<file path="src/rtl/ipc_pkg.sv">
`timescale 1ns/1ps
// Shared constants and types of the priority interrupt controller.
// Assumes eight levels (three level bits) and an eight-bit data path.
package ipc_pkg;
    localparam int LVL_W = 3;
    localparam logic [7:0] CALL_OPCODE = 8'hCD;

    // Command class carried in bits 7:6 of an address-0 write.
    typedef enum logic [1:0] {
        CMD_EOI  = 2'b00,
        CMD_CFG  = 2'b01,
        CMD_SEL  = 2'b10,
        CMD_NONE = 2'b11
    } cmd_e;

    // Register reached through address 1.
    typedef enum logic [1:0] {
        SEL_MASK = 2'd0,
        SEL_LOW  = 2'd1,
        SEL_HIGH = 2'd2,
        SEL_TYPE = 2'd3
    } sel_e;

    // Operating configuration; packed so that wdata[5:0] maps straight in.
    typedef struct packed {
        logic [LVL_W-1:0] id;
        logic             casc;
        logic             master;
        logic             call;
    } cfg_t;
endpackage

</file>
<file path="src/rtl/ipc_regs.sv">
`timescale 1ns/1ps
// Host register port: decodes commands, holds the mask, the vector
// bases and the configuration, and drives read data.
// Assumes single-cycle write strobes synchronous to clk.
module ipc_regs
    import ipc_pkg::*;
#(
    parameter int DW = 8,
    parameter int NL = 8
) (
    input  logic          clk,
    input  logic          rst_n,
    input  logic          cs_i,
    input  logic          addr_i,
    input  logic          wr_i,
    input  logic          rd_i,
    input  logic [DW-1:0] wdata_i,
    input  logic [NL-1:0] isr_i,
    output logic [DW-1:0] rdata_o,
    output cfg_t          cfg_o,
    output logic          cfg_valid_o,
    output logic          cfg_wr_o,
    output logic          eoi_o,
    output logic [NL-1:0] mask_o,
    output logic [DW-1:0] low_base_o,
    output logic [DW-1:0] high_byte_o,
    output logic [DW-1:0] type_base_o
);
    sel_e sel_q;
    cmd_e cmd;
    logic cmd_wr;
    logic data_wr;

    // Decode which kind of write happens this cycle.
    always_comb begin
        cmd      = cmd_e'(wdata_i[DW-1:DW-2]);
        cmd_wr   = cs_i && wr_i && !addr_i;
        data_wr  = cs_i && wr_i && addr_i;
        eoi_o    = cmd_wr && (cmd == CMD_EOI);
        cfg_wr_o = cmd_wr && (cmd == CMD_CFG);
    end

    // Register updates from host writes.
    always_ff @(posedge clk) begin
        if (!rst_n) begin
            cfg_o       <= '0;
            cfg_valid_o <= 1'b0;
            sel_q       <= SEL_MASK;
            mask_o      <= '1;
            low_base_o  <= '0;
            high_byte_o <= '0;
            type_base_o <= '0;
        end else if (cmd_wr) begin
            case (cmd)
                CMD_CFG: begin
                    cfg_o       <= cfg_t'(wdata_i[$bits(cfg_t)-1:0]);
                    cfg_valid_o <= 1'b1;
                end
                CMD_SEL: sel_q <= sel_e'(wdata_i[1:0]);
                default: ;
            endcase
        end else if (data_wr) begin
            case (sel_q)
                SEL_MASK: mask_o      <= wdata_i[NL-1:0];
                SEL_LOW:  low_base_o  <= wdata_i;
                SEL_HIGH: high_byte_o <= wdata_i;
                default:  type_base_o <= wdata_i;
            endcase
        end
    end

    // Read data: in-service at address 0, selected register at address 1.
    always_comb begin
        rdata_o = '0;
        if (cs_i && rd_i) begin
            if (!addr_i) begin
                rdata_o = DW'(isr_i);
            end else begin
                case (sel_q)
                    SEL_MASK: rdata_o = DW'(mask_o);
                    SEL_LOW:  rdata_o = low_base_o;
                    SEL_HIGH: rdata_o = high_byte_o;
                    default:  rdata_o = type_base_o;
                endcase
            end
        end
    end
endmodule

</file>
<file path="src/rtl/ipc_resolve.sv">
`timescale 1ns/1ps
// Priority resolver and in-service register. Samples the request lines
// once per clock, picks the lowest-numbered unmasked request and grants
// it only above every in-service level.
// Assumes NL = 2**LVL_W.
module ipc_resolve
    import ipc_pkg::*;
#(
    parameter int NL = 8
) (
    input  logic             clk,
    input  logic             rst_n,
    input  logic [NL-1:0]    req_i,
    input  logic [NL-1:0]    mask_i,
    input  logic             eoi_i,
    input  logic             set_i,
    input  logic [LVL_W-1:0] set_lvl_i,
    output logic             grant_o,
    output logic [LVL_W-1:0] win_o,
    output logic [NL-1:0]    isr_o
);
    logic [NL-1:0]    req_q;
    logic [NL-1:0]    pend;
    logic             any_pend;
    logic [LVL_W-1:0] top_isr;
    logic             busy;
    logic [NL-1:0]    isr_nxt;

    // Sample the request lines on the system clock.
    always_ff @(posedge clk) begin
        if (!rst_n) req_q <= '0;
        else        req_q <= req_i;
    end

    // Find the highest-priority pending request and in-service level.
    always_comb begin
        pend     = req_q & ~mask_i;
        win_o    = '0;
        any_pend = 1'b0;
        top_isr  = '0;
        busy     = 1'b0;
        for (int i = NL - 1; i >= 0; i--) begin
            if (pend[i]) begin
                win_o    = LVL_W'(i);
                any_pend = 1'b1;
            end
            if (isr_o[i]) begin
                top_isr = LVL_W'(i);
                busy    = 1'b1;
            end
        end
        grant_o = any_pend && (!busy || (win_o < top_isr));
    end

    // Next in-service value: end-of-interrupt clears, acknowledge sets.
    always_comb begin
        isr_nxt = isr_o;
        if (eoi_i && busy) isr_nxt[top_isr] = 1'b0;
        if (set_i)         isr_nxt[set_lvl_i] = 1'b1;
    end

    // In-service register.
    always_ff @(posedge clk) begin
        if (!rst_n) isr_o <= '0;
        else        isr_o <= isr_nxt;
    end
endmodule

</file>
<file path="src/rtl/ipc_ack_seq.sv">
`timescale 1ns/1ps
// Acknowledge sequencer: counts acknowledge pulses, latches the answered
// level, builds the response bytes for call or vector-type mode and
// drives or follows the cascade lines.
// Assumes ack_i is one clock wide and the mode is fixed while a
// sequence runs (a configuration write restarts the count).
module ipc_ack_seq
    import ipc_pkg::*;
#(
    parameter int DW         = 8,
    parameter int NL         = 8,
    parameter int CASC_LEVEL = 3
) (
    input  logic             clk,
    input  logic             rst_n,
    input  logic             ack_i,
    input  cfg_t             cfg_i,
    input  logic             cfg_valid_i,
    input  logic             cfg_wr_i,
    input  logic             grant_i,
    input  logic [LVL_W-1:0] win_i,
    input  logic [DW-1:0]    low_base_i,
    input  logic [DW-1:0]    high_byte_i,
    input  logic [DW-1:0]    type_base_i,
    input  logic [LVL_W-1:0] cas_i,
    output logic             set_o,
    output logic [LVL_W-1:0] set_lvl_o,
    output logic [DW-1:0]    bus_o,
    output logic             bus_oe_o,
    output logic [LVL_W-1:0] cas_o,
    output logic             cas_oe_o
);
    localparam logic [LVL_W-1:0] SPURIOUS = LVL_W'(NL - 1);
    localparam logic [LVL_W-1:0] CASC_LVL = LVL_W'(CASC_LEVEL);

    logic [1:0]       cnt_q;
    logic [LVL_W-1:0] lvl_q;
    logic             gnt_q;
    logic [1:0]       last;
    logic             take;
    logic             casc_hit;
    logic             sel_hit;
    logic             drive;
    logic [DW-1:0]    byte_val;

    // Qualify pulses and decode the cascade role.
    always_comb begin
        last     = cfg_i.call ? 2'd2 : 2'd1;
        take     = ack_i && cfg_valid_i;
        casc_hit = cfg_i.master && cfg_i.casc && (lvl_q == CASC_LVL);
        sel_hit  = (cas_i == cfg_i.id);
    end

    // Pulse counter and level latch.
    always_ff @(posedge clk) begin
        if (!rst_n) begin
            cnt_q <= '0;
            lvl_q <= '0;
            gnt_q <= 1'b0;
        end else if (cfg_wr_i) begin
            cnt_q <= '0;
        end else if (take) begin
            if (cnt_q == 2'd0) begin
                lvl_q <= grant_i ? win_i : SPURIOUS;
                gnt_q <= grant_i;
            end
            cnt_q <= (cnt_q == last) ? 2'd0 : cnt_q + 2'd1;
        end
    end

    // In-service set: master on the first pulse, slave when selected.
    always_comb begin
        if (cfg_i.master) begin
            set_o     = take && (cnt_q == 2'd0) && grant_i;
            set_lvl_o = win_i;
        end else begin
            set_o     = take && (cnt_q == 2'd1) && gnt_q && sel_hit;
            set_lvl_o = lvl_q;
        end
    end

    // Response byte for the current pulse.
    always_comb begin
        if (cnt_q == 2'd0)
            byte_val = CALL_OPCODE;
        else if (cnt_q == 2'd1)
            byte_val = cfg_i.call ? {low_base_i[DW-1:LVL_W+2], lvl_q, 2'b00}
                                  : {type_base_i[DW-1:LVL_W], lvl_q};
        else
            byte_val = high_byte_i;
    end

    // Decide who drives the bus on this pulse.
    always_comb begin
        if (!take)
            drive = 1'b0;
        else if (cnt_q == 2'd0)
            drive = cfg_i.master && cfg_i.call;
        else if (cfg_i.master)
            drive = !casc_hit;
        else
            drive = sel_hit;
        bus_oe_o = drive;
        bus_o    = drive ? byte_val : '0;
    end

    // Cascade lines held from the first pulse through the last.
    always_comb begin
        cas_oe_o = cfg_valid_i && (cnt_q != 2'd0) && casc_hit;
        cas_o    = cas_oe_o ? lvl_q : '0;
    end
endmodule

</file>
<file path="src/rtl/irq_prio_ctrl.sv">
`timescale 1ns/1ps
// Top of the eight-level priority interrupt controller. Ties the host
// register port, the priority resolver and the acknowledge sequencer.
// Assumes all inputs are synchronous to clk.
module irq_prio_ctrl
    import ipc_pkg::*;
#(
    parameter int DW         = 8,
    parameter int CASC_LEVEL = 3
) (
    input  logic             clk,
    input  logic             rst_n,
    input  logic [7:0]       req_i,
    input  logic             cs_i,
    input  logic             addr_i,
    input  logic             wr_i,
    input  logic             rd_i,
    input  logic [DW-1:0]    wdata_i,
    output logic [DW-1:0]    rdata_o,
    input  logic             ack_i,
    input  logic [2:0]       cas_i,
    output logic             irq_o,
    output logic [DW-1:0]    bus_o,
    output logic             bus_oe_o,
    output logic [2:0]       cas_o,
    output logic             cas_oe_o
);
    localparam int NL = 1 << LVL_W;

    cfg_t             cfg_w;
    logic             cfg_valid_w;
    logic             cfg_wr_w;
    logic             eoi_w;
    logic [NL-1:0]    mask_w;
    logic [DW-1:0]    low_base_w;
    logic [DW-1:0]    high_byte_w;
    logic [DW-1:0]    type_base_w;
    logic [NL-1:0]    isr_w;
    logic             grant_w;
    logic [LVL_W-1:0] win_w;
    logic             set_w;
    logic [LVL_W-1:0] set_lvl_w;

    ipc_regs #(.DW(DW), .NL(NL)) u_regs (
        .clk         (clk),
        .rst_n       (rst_n),
        .cs_i        (cs_i),
        .addr_i      (addr_i),
        .wr_i        (wr_i),
        .rd_i        (rd_i),
        .wdata_i     (wdata_i),
        .isr_i       (isr_w),
        .rdata_o     (rdata_o),
        .cfg_o       (cfg_w),
        .cfg_valid_o (cfg_valid_w),
        .cfg_wr_o    (cfg_wr_w),
        .eoi_o       (eoi_w),
        .mask_o      (mask_w),
        .low_base_o  (low_base_w),
        .high_byte_o (high_byte_w),
        .type_base_o (type_base_w)
    );

    ipc_resolve #(.NL(NL)) u_resolve (
        .clk       (clk),
        .rst_n     (rst_n),
        .req_i     (req_i),
        .mask_i    (mask_w),
        .eoi_i     (eoi_w),
        .set_i     (set_w),
        .set_lvl_i (set_lvl_w),
        .grant_o   (grant_w),
        .win_o     (win_w),
        .isr_o     (isr_w)
    );

    ipc_ack_seq #(.DW(DW), .NL(NL), .CASC_LEVEL(CASC_LEVEL)) u_ack (
        .clk         (clk),
        .rst_n       (rst_n),
        .ack_i       (ack_i),
        .cfg_i       (cfg_w),
        .cfg_valid_i (cfg_valid_w),
        .cfg_wr_i    (cfg_wr_w),
        .grant_i     (grant_w),
        .win_i       (win_w),
        .low_base_i  (low_base_w),
        .high_byte_i (high_byte_w),
        .type_base_i (type_base_w),
        .cas_i       (cas_i),
        .set_o       (set_w),
        .set_lvl_o   (set_lvl_w),
        .bus_o       (bus_o),
        .bus_oe_o    (bus_oe_o),
        .cas_o       (cas_o),
        .cas_oe_o    (cas_oe_o)
    );

    // Interrupt output follows the resolver's grant.
    assign irq_o = grant_w;
endmodule

</file>
<file path="config.mk">
export PLATFORM = sky130hd
export DESIGN_NAME = irq_prio_ctrl
export DESIGN_NICKNAME = d
export VERILOG_FILES = /design/src/rtl/ipc_pkg.sv /design/src/rtl/ipc_regs.sv /design/src/rtl/ipc_resolve.sv /design/src/rtl/ipc_ack_seq.sv /design/src/rtl/irq_prio_ctrl.sv
export SDC_FILE = /design/constraint.sdc
export NUM_CORES = 1
export LEC_CHECK = 0
export BUFFER_PORTS_ARGS = -buffer_cell sky130_fd_sc_hd__clkbuf_2
export CORE_MARGIN = 3
export CORE_UTILIZATION = 50
export CTS_CLUSTER_DIAMETER = 150
export DETAILED_ROUTE_END_ITERATION = 7
export GPL_TIMING_DRIVEN = 0
export PLACE_DENSITY = 0.74
export SYNTH_ARGS = -nofsm -noshare
export SYNTH_HDL_FRONTEND = slang
export SYNTH_SLANG_ARGS = --single-unit
</file>
<file path="constraint.sdc">
create_clock -name clk -period 1.8 [get_ports clk]
set_input_delay 0.36 -clock clk [delete_from_list [all_inputs] [get_ports clk]]
set_output_delay 0.36 -clock clk [all_outputs]
set_load 0.02 [all_outputs]
</file>
==> qor.csv, run 1 <==
metric,value,unit
status,"complete, but fails checks",
violations,setup timing,
period_needed,2.58,ns
io_buffers,43,
crit_fanout,4,
required,1.44,ns
synth.avg_cell_area,8.72,sq um
clockRootBuffer,clkbuf_8,
drc,0,
grt_max_degree,11,
initial_core_util,0.525,
path_clk_slew,0.07,ns
ant_nets,0,
drtPass1Iterations,5,
die_w,88.4,um
synthToLayoutAreaGrowth,40.8,%
fp.dieH,88.4,um
rr_worst_depth,11,
hold_violations,0,
finalNonFillerCells,556,
clkLatencyLatePin,0.34,ns
finalNetCount,506,
async_reset_ff_frac,0,
synth_cell_types,53,
hold_depth,2,
slew_headroom,0.555,
seq_area_frac_synth,0.372,
hold_buffers,0,
fin_util,0.739,
core_area,6460,sq um
ios,48,
grt-busiest-layer,met2,
synth_area,3390,sq um
synth_xor_area_frac,0.00775,
synthAdderAreaFrac,0.0148,
drv_slew,0,
start_kind,flip-flop,
yosysTopAreaCellShare,0.372,
ctsLongestPathBuffers,2,
rows,29,
rsz0062_at_grt,yes,
netlist_instances,389,
antennaDiodeCount,0,
dpl.cell_count,509,
power.leakage,0.00191,uW
synth_compound_area_frac,0.142,
period_share,1.43,
grt_overflow_total,0,
yosysTopAreaCell,dfxtp_1,
fill_cells,410,
powerDensity,607,nW/um^2
cts_tree,yes,
max_freq,388,MHz
place.gp.congestion,0.878,
grt_pass1_vias,3232,
wirelength,12300,um
hold_path.class,primary input to flip-flop,
synthMuxAreaShare,0.148,
r2r_setup_slack,-0.49,ns
syn_nets,419,
synthTopCellsByArea,"dfxtp_1, mux2i_1, mux4_2",
yosysMostFrequentCell,dfxtp_1,
synthSimpleGateAreaFrac,0.276,
synth_flop_cell,dfxtp_1,
via_count,3596,
worstSetupPathType,flip-flop to output port,
cap_violations,0,
cts-buffers-inserted,9,
drive_above_1_share,0.397,
wl_per_cell,22.2,um
dpl_worst_slack,-0.575,ns
met2_usage,0.472,
setup_slack,-0.780,ns
netlist_top_cells_count,"dfxtp_1, nand2_1, nand3_1, mux2i_1, nor2_1",
report.final.setup_viol,33,
worst_pin_slew,0.667,ns
met3_usage,0.0810,
grtUsageMet1,0.368,
multi_input_comb_area,2380,sq um
dieArea,7810,sq um
arrival,2.22,ns
track_usage,0.291,
synth_top_family_by_area,simple AND/OR/NAND/NOR gates,
drt_first_iter_violations,453,
ys_warn_count,0,
hold-worst-slack,0.221,ns
antenna_found_initial,0,
vdd_drop_max,456,uV
vias_per_cell,6.47,
critPathCaptureType,output port,
regArea,1300,sq um
grt_pass1_wl,17000,um
cts_sinks,63,
setup_tns,-11.99,ns
dp_hpwl,6830,um
synth_seq_cells,63,
clock_skew,0.00669,ns
synth-edff-count,0,
htree_num_levels,3,
[worst paths after layout]
| path | startpoint | end |
|---|---|---|
| setup / recovery | u_regs.mask_o[0] | irq_o |
| hold / removal | req_i[0] | u_resolve.req_q[0] |
| setup reg to reg | u_regs.mask_o[0] | u_resolve.isr_o[3] |
| hold reg to reg | u_regs.low_base_o[0] | u_regs.low_base_o[0] |
[worst max-delay path, stage by stage (launching register included)]
cell      delay, ns
dfxtp_1        0.38
nand2b_4       0.17
nand2_1        0.07
a31oi_2        0.24
ha_1           0.29
o21a_1         0.18
o22ai_2        0.12
a31oi_1        0.09
nor2_2         0.17
clkbuf_8       0.17
[area by class of cell]
type                            instances  area share
Sequential cell                        63       0.272
Tap cell                               77      0.0202
Inverter                               10      0.0115
Clock buffer                           13      0.0333
Buffer                                 20      0.0283
Timing Repair Buffer                   78       0.136
Clock inverter                          1     0.00105
Multi-Input combinational cell        294       0.498
[placed cells by master, fill, tap and decap left out, types with 4 or more instances in the layout]
master	instances
nand3_1	32
clkbuf_1	11
buf_8	9
o21ai_1	5
dfxtp_1	46
inv_1	5
a21boi_1	8
dfxtp_4	6
mux2i_1	32
nand2b_1	7
a21boi_0	9
buf_2	8
nor2_4	6
mux4_2	8
nand4_1	4
a21oi_1	5
nand2_1	47
clkbuf_2	23
nand2b_4	5
buf_4	35
nor2_1	19
buf_6	8
nor2_2	6
dfxtp_2	11
clkbuf_8	14
nor2b_1	20
and2_1	9
[state kept, by name, indices dropped and copies added, names as in the netlist]
| name | count |
|---|---|
| u_regs.high_byte_o | 8 |
| u_regs.low_base_o | 8 |
| u_regs.mask_o | 8 |
| u_regs.type_base_o | 8 |
| u_resolve.isr_o | 8 |
| u_resolve.req_q | 8 |
| u_regs.cfg_o | 6 |
| u_ack.lvl_q | 3 |
| u_ack.cnt_q | 2 |
| u_regs.sel_q | 2 |
| u_ack.gnt_q | 1 |
| u_regs.cfg_valid_o | 1 |
[per-stage QoR]
| step | total power, uW | instance area, sq um |
|---|---|---|
| after floorplan | 1650 | 3440 |
| after global placement | 1750 | 3750 |
| after detailed placement | 1760 | 3750 |
| after CTS | 2840 | 4440 |
| after global routing | 2970 | 4780 |
| final | 2900 | 4780 |
[what timing repair did]
item / CTS / global route
endpoints found under the setup margin: 41 / 49
hold endpoints to repair: 0 / 0
gates resized for setup: 95 / 64
setup buffers: 25 / 11
pin swaps: 26 / 16
cloned: 1 / 0
[power breakdown]
group	switching [uW]	total, uW	internal [uW]
logic	214	385	171
clock network	517	1080	558
registers	24.0	1440	1410
total	755	2900	2140
[metal layers]
metal / wire length [um] / share of wire / vias up
met5: 0 / 0 / -
met4: 709 / 0.057 / 0
met3: 1150 / 0.093 / 78
met2: 5970 / 0.48 / 258
met1: 4510 / 0.37 / 1706
li1: - / - / 1554
[logic make-up after synthesis]
family / count (synthesis)
AOI/OAI and AO/OA: 66
xor gates and xnor gates: 3
adders and majority gates: 4
buffers and inverters: 32
DFF: 63
muxes: 40
other: 1
and+or+nand+nor: 180
No activity file was read; power rests on OpenSTA's default activity.
==> run 2, diff against run 1 <==
- ABC_AREA: not set -> 1
==> qor.csv, run 2 <==
metric,value,unit,change
drtPass1Iterations,6,,was 5
setup_slack,-0.669,ns,was -0.780 ns
vias_per_cell,5.55,,was 6.47
dpl_worst_slack,-0.636,ns,was -0.575 ns
drt_first_iter_violations,304,,was 453
synthTopCellsByArea,"dfxtp_1, nand2_1, nor2_1",,"was dfxtp_1, mux2i_1, mux4_2"
status,"complete, but fails checks",,unchanged
cap_violations,0,,unchanged
finalNetCount,608,,was 506
crit_family,simple AND/OR/NAND/NOR gates,,was compound AO/OA/AOI/OAI gates
synth-edff-count,0,,unchanged
antennaDiodeCount,0,,unchanged
slowest_delay,0.36,ns,was 0.38 ns
power.leakage,0.00206,uW,was 0.00191 uW
mostFrequentLayoutCells,"nand2_1, nor2_1, inv_1",,"was nand2_1, dfxtp_1, buf_4"
ios,48,,unchanged
start_kind,flip-flop,,unchanged
synth.avg_cell_area,6.65,sq um,was 8.72 sq um
power,2900,uW,about the same
ant_nets,0,,unchanged
yosysTopAreaCell,dfxtp_1,,unchanged
ys_warn_count,0,,unchanged
final_common_cell,nand2_1,,unchanged
hold_violations,0,,unchanged
wl_per_cell,16.0,um,was 22.2 um
slowest_stage,dfxtp_4,,was dfxtp_1
required,1.44,ns,about the same
hold_path.class,primary input to flip-flop,,unchanged
report.final.setup_viol,33,,unchanged
syn_nets,515,,was 419
regArea,1300,sq um,unchanged
via_count,3644,,"was 3,596"
io_buffers,45,,was 43
track_usage,0.282,,was 0.291
clockRootBuffer,clkbuf_8,,unchanged
clock_skew,0.0123,ns,was 0.00669 ns
grt_pass1_wl,16200,um,"was 17,000 um"
synth_flop_cell,dfxtp_1,,unchanged
slew_headroom,0.543,,was 0.555
finalNonFillerCells,657,,was 556
rsz0062_at_grt,yes,,unchanged
setup_tns,-10.82,ns,was -11.99 ns
htree_num_levels,3,,unchanged
period_needed,2.47,ns,was 2.58 ns
wirelength,10500,um,"was 12,300 um"
grt_overflow_total,0,,unchanged
synth_area,3230,sq um,was 3390 sq um
ctsLongestPathBuffers,2,,unchanged
antenna_found_initial,0,,unchanged
fill_cells,447,,was 410
arrival,2.11,ns,was 2.22 ns
critPathBufInv,4,,was 1
worstSetupPathType,flip-flop to output port,,unchanged
die_w,86.3,um,was 88.4 um
cts_tree,yes,,unchanged
yosysMostFrequentCell,nand2_1,,was dfxtp_1
vdd_drop_max,477,uV,was 456 uV
clkLatencyLatePin,0.36,ns,was 0.34 ns
cts-buffers-inserted,9,,unchanged
drv_slew,0,,unchanged
netlist_instances,485,,was 389
yosysTopAreaCellShare,0.391,,was 0.372
synthToLayoutAreaGrowth,44.3,%,was 40.8%
crit_fanout,3,,was 4
period_share,1.37,,was 1.43
initial_core_util,0.529,,was 0.525
netlist_top_cells_count,"nand2_1, nor2_1, inv_1, dfxtp_1, o21ai_0",,"was dfxtp_1, nand2_1, nand3_1, mux2i_1, nor2_1"
fp.dieH,86.3,um,was 88.4 um
worst_pin_slew,0.685,ns,was 0.667 ns
async_reset_ff_frac,0,,unchanged
dieArea,7450,sq um,was 7810 sq um
seq_area_frac_synth,0.391,,was 0.372
crit_chain,nor2_4 -> inv_2 -> nor2_4 -> nor3_2 -> nor3_2 -> inv_1 -> ha_1 -> nand2_1 -> inv_1 -> nand2_2 -> nand2_2 -> a21boi_4 -> buf_8,,was nand2b_4 -> nand2_1 -> a31oi_2 -> ha_1 -> o21a_1 -> o22ai_2 -> a31oi_1 -> nor2_2 -> clkbuf_8
place.gp.congestion,0.940,,was 0.878
synth_cell_types,39,,was 53
drive_above_1_share,0.364,,was 0.397
powerDensity,623,nW/um^2,was 607 nW/um^2
max_freq,405,MHz,was 388 MHz
critPathCaptureType,output port,,unchanged
rows,28,,was 29
synth_seq_cells,63,,unchanged
violations,setup timing,,unchanged
drc,0,,unchanged
core_area,6100,sq um,was 6460 sq um
dpl.cell_count,605,,was 509
multi_input_comb_area,2090,sq um,was 2380 sq um
path_clk_slew,0.08,ns,was 0.07 ns
grt_max_degree,12,,was 11
grt_pass1_vias,3373,,"was 3,232"
dp_hpwl,6960,um,was 6830 um
cts_sinks,63,,unchanged
hold-worst-slack,0.176,ns,was 0.221 ns
[run 2: repair_timing]
item,in CTS,in global routing
setup buffers,30,9
hold buffers,0,0
resized for setup,103,69
pin swaps,25,25
setup endpoints to repair,39,34
gates cloned,1,0
[run 2: worst paths after layout]
check / start / to / slack, ns / depth (start not counted)
setup / recovery: u_resolve.isr_o[5] / irq_o / -0.67 / 13
hold / removal: req_i[6] / u_resolve.req_q[6] / 0.18 / 3
setup reg to reg: u_resolve.isr_o[5] / u_resolve.isr_o[1] / -0.46 / 18
hold reg to reg: u_ack.cnt_q[0] / u_ack.cnt_q[0] / 0.49 / 2
[run 2: per-layer routing]
metal,global-route usage,routed length [um],up-vias
li1,-,-,1769
met3,0.0741,703,29
met4,0.113,333,0
met2,0.451,5010,144
met1,0.361,4470,1702
met5,0,0,-
[run 2: through the flow]
| step | area (sq um) | utilization |
|---|---|---|
| 6_report | 4660 | 0.764 |
| 5_1_grt | 4660 | 0.764 |
| 4_1_cts | 4380 | 0.719 |
| 3_5_place_dp | 3680 | 0.603 |
| 3_3_place_gp | 3680 | 0.603 |
| 2_1_floorplan | 3360 | - |
[run 2: cell families after synthesis]
family / share of synthesized area
other: 0.00116
xor gates and xnor gates: 0.00814
and+or+nand+nor: 0.250
buffers and inverters: 0.0985
AOI/OAI and AO/OA: 0.236
adders and majority gates: 0.0155
DFF: 0.391
[run 2: tightest hold or removal path, delay by kind of cell]
family                 cells  cell delay, ns
buffers and inverters      2            0.11
AND/OR/NAND/NOR            1            0.04
[run 2: power breakdown]
group          switching [uW]  leakage [uW]  internal [uW]
registers                16.1      0.000522           1410
logic                     211       0.00146            139
clock network             588     0.0000781            534
[run 2: final cells by class]
cell class | instances | area share
multi-input cells | 340 | 0.449
inverters | 68 | 0.0588
well taps | 75 | 0.0202
clock inverters | 4 | 0.00672
repair buffers | 82 | 0.141
flip-flops and latches | 63 | 0.279
clock buffers | 11 | 0.0304
plain buffers | 14 | 0.0148
